`src/rtl/cbr_pkg.sv`:
```
package cbr_pkg;

  localparam int CHR_SLOTS  = 8;
  localparam int CHR_BANK_W = 12;

  localparam logic [15:0] CHR_WIN_LO = 16'hB000;
  localparam logic [15:0] CHR_WIN_HI = 16'hE00C;
  localparam logic [15:0] PRG0_ADDR  = 16'h8010;
  localparam logic [15:0] PRG1_ADDR  = 16'hA010;
  localparam logic [15:0] MIR_ADDR   = 16'h9400;

  typedef enum logic [1:0] {
    MIR_VERT  = 2'd0,
    MIR_HORZ  = 2'd1,
    MIR_ONE_A = 2'd2,
    MIR_ONE_B = 2'd3
  } mirror_e;

  typedef struct packed {
    logic [3:0] hi;
    logic [7:0] lo;
  } chr_bank_t;

  // Slot decode for the pattern bank write range
  function automatic logic [2:0] chr_slot(input logic [15:0] a);
    return {a[13:12], a[11] | a[3]} + 3'd2;
  endfunction

endpackage

```
`src/rtl/cbr_chr_regs.sv`:
```
module cbr_chr_regs
  import cbr_pkg::*;
#(
  parameter int SLOTS = CHR_SLOTS
) (
  input  logic                  clk,
  input  logic                  rst,
  input  logic                  wr_en,
  input  logic [15:0]           addr,
  input  logic [7:0]            data,
  output chr_bank_t [SLOTS-1:0] banks
);

  localparam int SLOT_W = (SLOTS > 1) ? $clog2(SLOTS) : 1;

  chr_bank_t bank_q [SLOTS];
  logic      in_win;
  logic [2:0] slot;

  assign in_win = wr_en && (addr >= CHR_WIN_LO) && (addr <= CHR_WIN_HI);
  assign slot   = chr_slot(addr);

  always_ff @(posedge clk) begin
    if (rst) begin
      for (int s = 0; s < SLOTS; s++) bank_q[s] <= '0;
    end else if (in_win) begin
      for (int s = 0; s < SLOTS; s++) begin
        if (SLOT_W'(slot) == SLOT_W'(s)) begin
          if (addr[2]) begin
            bank_q[s].lo[7:4] <= data[3:0];
            bank_q[s].hi      <= data[7:4];
          end else begin
            bank_q[s].lo[3:0] <= data[3:0];
          end
        end
      end
    end
  end

  generate
    for (genvar g = 0; g < SLOTS; g++) begin : g_out
      assign banks[g] = bank_q[g];
    end
  endgenerate

endmodule

```
`src/rtl/cbr_chr_map.sv`:
```
module cbr_chr_map
  import cbr_pkg::*;
#(
  parameter int SLOTS     = CHR_SLOTS,
  parameter int CHR_ROM_W = CHR_BANK_W
) (
  input  logic                  clk,
  input  logic                  rst,
  input  chr_bank_t [SLOTS-1:0] banks,
  input  logic [12:0]           ppu_addr,
  output logic                  chr_ram_sel,
  output logic [CHR_ROM_W+9:0]  chr_rom_addr,
  output logic [10:0]           chr_ram_addr
);

  chr_bank_t cur;
  logic      is_ram;

  assign cur    = banks[ppu_addr[12:10]];
  // Bank numbers 4 and 5 differ only in bit 0
  assign is_ram = (cur[CHR_BANK_W-1:1] == 11'd2);

  always_ff @(posedge clk) begin
    if (rst) begin
      chr_ram_sel  <= 1'b0;
      chr_rom_addr <= '0;
      chr_ram_addr <= '0;
    end else begin
      chr_ram_sel  <= is_ram;
      chr_ram_addr <= is_ram ? {cur.lo[0], ppu_addr[9:0]} : 11'd0;
      chr_rom_addr <= is_ram ? '0 : {cur[CHR_ROM_W-1:0], ppu_addr[9:0]};
    end
  end

endmodule

```
`src/rtl/cbr_prg_map.sv`:
```
module cbr_prg_map
  import cbr_pkg::*;
#(
  parameter int PRG_BANK_W = 5
) (
  input  logic                  clk,
  input  logic                  rst,
  input  logic                  wr_en,
  input  logic [15:0]           addr,
  input  logic [7:0]            data,
  output logic                  prg_rom_sel,
  output logic [PRG_BANK_W+12:0] prg_rom_addr,
  output logic                  wram_sel,
  output logic [12:0]           wram_addr
);

  localparam logic [PRG_BANK_W-1:0] LAST_BANK   = '1;
  localparam logic [PRG_BANK_W-1:0] PENULT_BANK = LAST_BANK - PRG_BANK_W'(1);

  logic [7:0]            prg0_q, prg1_q;
  logic [PRG_BANK_W-1:0] win_bank;
  logic                  in_wram;

  always_ff @(posedge clk) begin
    if (rst) begin
      prg0_q <= '0;
      prg1_q <= '0;
    end else if (wr_en) begin
      if (addr == PRG0_ADDR) prg0_q <= data;
      if (addr == PRG1_ADDR) prg1_q <= data;
    end
  end

  always_comb begin
    case (addr[14:13])
      2'd0:    win_bank = prg0_q[PRG_BANK_W-1:0];
      2'd1:    win_bank = prg1_q[PRG_BANK_W-1:0];
      2'd2:    win_bank = PENULT_BANK;
      default: win_bank = LAST_BANK;
    endcase
  end

  assign in_wram = (addr[15:13] == 3'b011);

  always_ff @(posedge clk) begin
    if (rst) begin
      prg_rom_sel  <= 1'b0;
      prg_rom_addr <= '0;
      wram_sel     <= 1'b0;
      wram_addr    <= '0;
    end else begin
      prg_rom_sel  <= addr[15];
      prg_rom_addr <= addr[15] ? {win_bank, addr[12:0]} : '0;
      wram_sel     <= in_wram;
      wram_addr    <= in_wram ? addr[12:0] : 13'd0;
    end
  end

endmodule

```
`src/rtl/cart_bank_regs.sv`:
```
module cart_bank_regs
  import cbr_pkg::*;
#(
  parameter int PRG_BANK_W = 5,
  parameter int CHR_ROM_W  = 12
) (
  input  logic                   clk,
  input  logic                   rst,
  input  logic [15:0]            cpu_addr,
  input  logic [7:0]             cpu_data,
  input  logic                   cpu_wr,
  input  logic [12:0]            ppu_addr,
  output logic                   prg_rom_sel,
  output logic [PRG_BANK_W+12:0] prg_rom_addr,
  output logic                   wram_sel,
  output logic [12:0]            wram_addr,
  output logic                   chr_ram_sel,
  output logic [CHR_ROM_W+9:0]   chr_rom_addr,
  output logic [10:0]            chr_ram_addr,
  output logic [1:0]             mirror_mode
);

  chr_bank_t [CHR_SLOTS-1:0] banks;
  mirror_e                   mir_q;

  cbr_chr_regs #(.SLOTS(CHR_SLOTS)) u_chr_regs (
    .clk   (clk),
    .rst   (rst),
    .wr_en (cpu_wr),
    .addr  (cpu_addr),
    .data  (cpu_data),
    .banks (banks)
  );

  cbr_chr_map #(.SLOTS(CHR_SLOTS), .CHR_ROM_W(CHR_ROM_W)) u_chr_map (
    .clk          (clk),
    .rst          (rst),
    .banks        (banks),
    .ppu_addr     (ppu_addr),
    .chr_ram_sel  (chr_ram_sel),
    .chr_rom_addr (chr_rom_addr),
    .chr_ram_addr (chr_ram_addr)
  );

  cbr_prg_map #(.PRG_BANK_W(PRG_BANK_W)) u_prg_map (
    .clk          (clk),
    .rst          (rst),
    .wr_en        (cpu_wr),
    .addr         (cpu_addr),
    .data         (cpu_data),
    .prg_rom_sel  (prg_rom_sel),
    .prg_rom_addr (prg_rom_addr),
    .wram_sel     (wram_sel),
    .wram_addr    (wram_addr)
  );

  always_ff @(posedge clk) begin
    if (rst) mir_q <= MIR_VERT;
    else if (cpu_wr && (cpu_addr == MIR_ADDR)) mir_q <= mirror_e'(cpu_data[1:0]);
  end

  assign mirror_mode = mir_q;

endmodule

```
`config.mk`:
```
export PLATFORM = sky130hd
export DESIGN_NAME = cart_bank_regs
export DESIGN_NICKNAME = d
export VERILOG_FILES = /design/src/rtl/cbr_pkg.sv /design/src/rtl/cbr_chr_regs.sv /design/src/rtl/cbr_chr_map.sv /design/src/rtl/cbr_prg_map.sv /design/src/rtl/cart_bank_regs.sv
export SDC_FILE = /design/constraint.sdc
export NUM_CORES = 1
export LEC_CHECK = 0
export BUFFER_PORTS_ARGS = -buffer_cell sky130_fd_sc_hd__buf_2
export CAP_MARGIN = 20
export CORE_MARGIN = 10
export CORE_UTILIZATION = 55
export DETAILED_ROUTE_END_ITERATION = 10
export MAX_ROUTING_LAYER = met4
export PLACE_DENSITY_LB_ADDON = 0.25
export SLEW_MARGIN = 20
export SYNTH_ARGS = -nofsm -noshare
export SYNTH_HDL_FRONTEND = slang
export SYNTH_SLANG_ARGS = --single-unit
export TNS_END_PERCENT = 1
```
`constraint.sdc`:
```
create_clock -name clk -period 2.8 [get_ports clk]
set_clock_uncertainty 0.2 [all_clocks]
set_input_delay 0.14 -clock clk [delete_from_list [all_inputs] [get_ports clk]]
set_output_delay 0.14 -clock clk [all_outputs]
set_load 0.02 [all_outputs]
```
==> Word-level counts from Yosys, hierarchy flattened <==
Memories as Yosys holds them, arrays and structs flattened.
Cells that the tools add are included.
W data, S select, Z words.
{ "classes": {"add_sub_neg": 1, "n_mul": 0, "div_mod_pow": 0, "n_lt_le_gt_ge": 3, "n_eq_ne": 14, "n_shift": 0, "n_mux": 95, "bitwise_logic": 28, "n_reduce_logical": 11} }
{ "ops": {"columns": ["op", "n"], "rows": [
  ["$mux W4", 24],
  ["$mux W1", 68],
  ["$eq A16 B16 Y1 const B", 3],
  ["$bmux W12 S3", 1],
  ["$or A1 B1 Y1", 25],
  ["$ge A16 B16 Y1 const B", 1],
  ["$le A16 B16 Y1 const B", 1],
  ["$pmux W5 S3", 1],
  ["$eq A3 B3 Y1 const B", 4],
  ["$mux W12", 1],
  ["$eq A11 B2 Y1 const B", 1],
  ["$eq A3 B2 Y1 const B", 3],
  ["$reduce_or A2 Y1", 4],
  ["$lt A3 B4 Y1 const B", 1],
  ["$reduce_and A2 Y1", 2],
  ["$add A3 B2 Y3 const B", 1],
  ["$eq A3 B1 Y1 const B", 1],
  ["$logic_and A1 B1 Y1", 3],
  ["$logic_not A3 Y1", 1],
  ["$not A1 Y1", 3],
  ["$eq A2 B1 Y1 const B", 1],
  ["$eq A2 B2 Y1 const B", 1],
  ["$logic_not A2 Y1", 1]
]} }
{ "totals": {"ff_bits": 79, "latch_bits": 0, "mem_bits_rw": 96, "mem_bits_ro": 0, "output_inout_bits": 69, "wordCells": 163, "mem_count": 1} }
{ "memory_table": {"columns": ["name", "words", "word_bits", "read_ports", "rd_clocked_by_memory_dff", "write_ports", "line", "source"], "rows": [
  ["u_chr_regs.bank_q", 8, 12, 8, 0, 8, "cbr_chr_regs.sv:16", "chr_bank_t bank_q [SLOTS];"]
]} }

==> Depth between registers and ports, before layout <==
{ "depth": {"depth_word": 8, "ltp_mapped": 9, "depth_no_buf": 6} }

==> Hierarchy <==
Synthesis repeated with hierarchy kept, for this count alone.
{ "unflattened": {"hier_cells": 563, "hier_area_um2": 7387.1} }
{ "by_module_without_submodules": {"columns": ["mod", "n_inst", "cells_each", "area_each_um2", "seq_area_each_um2"], "rows": [
  ["cbr_chr_regs", 1, 269, 3997.6, 2882.8],
  ["cbr_chr_map", 1, 145, 1836.8, 680.7],
  ["cbr_prg_map", 1, 134, 1406.3, 860.8],
  ["cart_bank_regs", 1, 15, 146.4, 40.0]
]} }

==> Worst setup path after synthesis <==
No wires, ideal clock.
{ "synth_timing": {"kind": "input port to flip-flop", "from": "in cpu_addr[13]", "to": "mem u_chr_regs.bank_q[1][10] (netlist name) (enable)", "arrival_time_ns": 1.846, "setup_slack_ns": 0.380, "stages": 7, "cell_sequence": "clkbuf_1 > inv_1 > ha_1 > and2_1 > clkbuf_1 > nand4_1 > o21bai_1"} }
{ "synth_lines": {"columns": ["element", "line", "source"], "rows": [
  ["start, declared", "cart_bank_regs.sv:9", "input logic [15:0] cpu_addr,"],
  ["end, declared", "cbr_chr_regs.sv:16", null]
]} }

==> flow_summary.json <==
{
  "yosysUniqueCellTypes": 42,
  "stdcell_count": 892,
  "yosys_register_bits": 175,
  "cts-htree-levels": 4,
  "holdPathStages": 3,
  "numCtsBuffers": 17,
  "antenna_found_initial": 1,
  "ys.warnings.count": 0,
  "io_buffer_count": 108,
  "core_um2": 12700,
  "grt_usage_pct": 20.1,
  "nets": 750,
  "routabilityCongestion": 0.844,
  "cts_buffer_depth": 2,
  "maxCapViolations": 0,
  "clkLatencyLatePin_ns": 0.42,
  "fin_tns_setup_ns": 0,
  "first_global_vias": 5307,
  "grt_overflow_total": 0,
  "cts_tree": "yes",
  "cts_root_buf": "clkbuf_16",
  "min_period_ns": 2.66,
  "grt_start_max_net_pins": 47,
  "hold-path-endpoint": "u_chr_regs.bank_q[1][33]$_DFFE_PP_",
  "die_x_um": 134,
  "worst_slew_pin_slew_ns": 0.778,
  "holdCritStartpoint": "cpu_data[5]",
  "firstDrtPassIters": 4,
  "end_kind": "register",
  "dr_total_vias": 5145,
  "first_iter_violations": 347,
  "rrSetupSlack_ns": 0.53,
  "crit_required_ns": 2.66,
  "setup_viol": 0,
  "reg2regPathDepth": 4,
  "p_leak_nw": 3.39,
  "rsz0062_at_grt": "false",
  "post-dp-hpwl_mm": 12.5,
  "cts.clk_slew.worst_paths_ns": 0.06,
  "die_h_um": 134,
  "ant_nets": 0,
  "netlist_area_um2": 7200,
  "drive_gt1_share_pct": 29.8,
  "holdCritPathClass": "in -> reg",
  "fmax_ghz": 0.375,
  "ir_drop_uv": 460,
  "ios": 109,
  "avgSynthCellArea_um2": 12.8,
  "r2r_start": "u_chr_regs.bank_q[0][41]$_SDFFCE_PN0P_",
  "clock-sinks": 175,
  "initial_core_util_pct": 56.6,
  "fp.dieArea_um2": 18100,
  "grt_pass1_wl_mm": 27.8,
  "dpl.cell_count": 825,
  "arrival_ns": 2.53,
  "vias_per_cell": 5.77,
  "wl_per_cell_um": 19.6,
  "synthCells": 563,
  "synth_edf_count": 96,
  "power_density_nw_per_um2": 639,
  "rows": 41,
  "cp_max_fo": 17,
  "slew_headroom_pct": 48.1,
  "synth_seq_area_share_pct": 62.0,
  "syn_nets": 607,
  "drc": 0,
  "finish.instance_area_um2": 8900,
  "wirelength_mm": 17.5,
  "rr_endpoint": "u_chr_map.chr_rom_addr[9]$_SDFF_PP0_",
  "async_reset_ff_share_pct": 0,
  "worstSetupPathType": "in -> reg",
  "slew_violations": 0,
  "synthFlopType": "edfxtp_1",
  "post-cts-setup-buffers": 0,
  "fin_hold_ws_ns": 0.0647,
  "place_area_um2": 7990,
  "start_kind": "input pin",
  "finalCritPeriodShare_pct": 95.2,
  "status": "finished, final reports clean",
  "hold_viol_final": 0,
  "syn_to_final_growth_pct": 23.6
}
cell families (layout without fill, tap and decap cells):
group,Yosys count,after routing,synth area share (%)
buffers and inverters,66,222,4.14
muxes,36,36,9.87
other,0,1,0
and+or+nand+nor,219,219,17.4
AOI/OAI and AO/OA,63,63,5.84
adders and majority gates,4,4,0.695
DFF,175,175,62.0
stage by stage:
stage	setup WS (ns)	power, mW	util [%]
floorplan	0.380	3.29	-
global placement	0.399	3.46	62.8
detailed placement	0.281	3.48	62.8
CTS	0.170	5.70	69.9
global route	0.0119	5.87	70.0
finish	0.136	5.69	70.0
where the power goes:
group	internal, mW	total [mW]	switching (mW)
clock network	1.29	2.22	0.936
logic	0.238	0.600	0.361
registers	2.83	2.87	0.0333
total	4.36	5.69	1.33
per-layer routing:
metal	vias up	part of all wire, %	GRT usage (%)	wire (um)
met2	203	50	32.5	8760
met3	41	6.3	4.29	1100
li1	2387	-	-	-
met4	0	2.4	9.13	427
met1	2514	41	23.8	7210
met5	-	0	-	0
state kept, by name, indices dropped and copies added, names as in the netlist, 2 cells and up:
signal	cells
u_chr_map.chr_ram_addr	11
u_chr_map.chr_rom_addr	22
mirror_mode	2
u_prg_map.wram_addr	13
u_prg_map.prg1_q	5
u_prg_map.prg0_q	5
u_chr_regs.bank_q	96
u_prg_map.prg_rom_addr	18
worst max-delay path, stage by stage:
cell           delay (ns)
dlygate4sd3_1        0.52
buf_2                0.17
inv_1                0.12
ha_1                 0.29
inv_1                0.19
a41oi_1              0.07
o21a_2               0.35
buf_4                0.24
o21bai_1             0.43
worst max-delay path by stage:
stage	to	depth (start not counted)	slack, ns	startpoint
after global placement	u_chr_regs.bank_q[1][23]$_SDFFCE_PN0P_	7	0.40	cpu_addr[12]
after global routing	u_chr_regs.bank_q[0][26]$_SDFFCE_PN0P_	10	0.01	cpu_addr[12]
after CTS	u_chr_regs.bank_q[1][20]$_SDFFCE_PN0P_	8	0.17	cpu_addr[12]
final	u_chr_regs.bank_q[0][2]$_SDFFCE_PN0P_	9	0.14	cpu_addr[12]
after detailed placement	u_chr_regs.bank_q[1][22]$_SDFFCE_PN0P_	7	0.28	cpu_addr[12]
after floorplan	u_chr_regs.bank_q[1][10]$_SDFFCE_PN0P_	7	0.38	cpu_addr[13]
timing repair:
action                                  in CTS  in global routing
endpoints found under the setup margin       0                 12
hold buffers                                34                  0
gates resized for setup                      0                  1
endpoints found under the hold margin       66                  0
cell usage in the layout, fill, tap and decap left out, types with 3 or more instances in the layout:
cell,n
nand4_1,20
mux4_2,24
nor2_1,21
mux2i_1,8
clkbuf_1,3
nand2_1,22
clkinv_2,4
and4_1,3
inv_1,14
clkbuf_16,19
nor3_1,77
buf_4,31
buf_2,108
nand3_1,4
nand2b_1,19
mux2i_4,4
o21bai_1,16
a21oi_1,13
nor4_1,5
edfxtp_1,96
a31oi_1,13
dlygate4sd3_1,34
nor2b_1,5
ha_1,4
nor4_2,10
a211oi_1,4
o31ai_1,10
dfxtp_1,79
and2_1,25
Yosys cell counts (2+ instances only):
library cell / instances / area, um2
a211oi_1: 4 / 30.0
a21oi_1: 13 / 65.1
a31oi_1: 13 / 81.3
and2_1: 25 / 156
and4_1: 3 / 26.3
buf_2: 10 / 50.1
buf_6: 3 / 33.8
clkbuf_1: 36 / 135
dfxtp_1: 79 / 1580
edfxtp_1: 96 / 2880
ha_1: 4 / 50.1
inv_1: 14 / 52.6
mux2i_1: 8 / 80.1
mux2i_4: 4 / 90.1
mux4_2: 24 / 541
nand2_1: 22 / 82.6
nand2b_1: 19 / 119
nand3_1: 4 / 20.0
nand4_1: 20 / 125
nor2_1: 21 / 78.8
nor2b_1: 5 / 31.3
nor3_1: 77 / 385
nor4_1: 5 / 31.3
nor4_2: 10 / 125
o21ai_1: 2 / 10.0
o21bai_1: 16 / 120
o31ai_1: 10 / 75.1
or2_2: 2 / 12.5
cell type report:
cell class	count	area, um2
fill	929	3820
multi-input combinational	322	2440
sequential	175	4460
timing repair buffer	175	1150
tap	172	215
clock inverter	8	51.3
clock buffer	24	514
inverter	15	56.3
antenna	1	2.50
(Power assumes the default switching activity.)
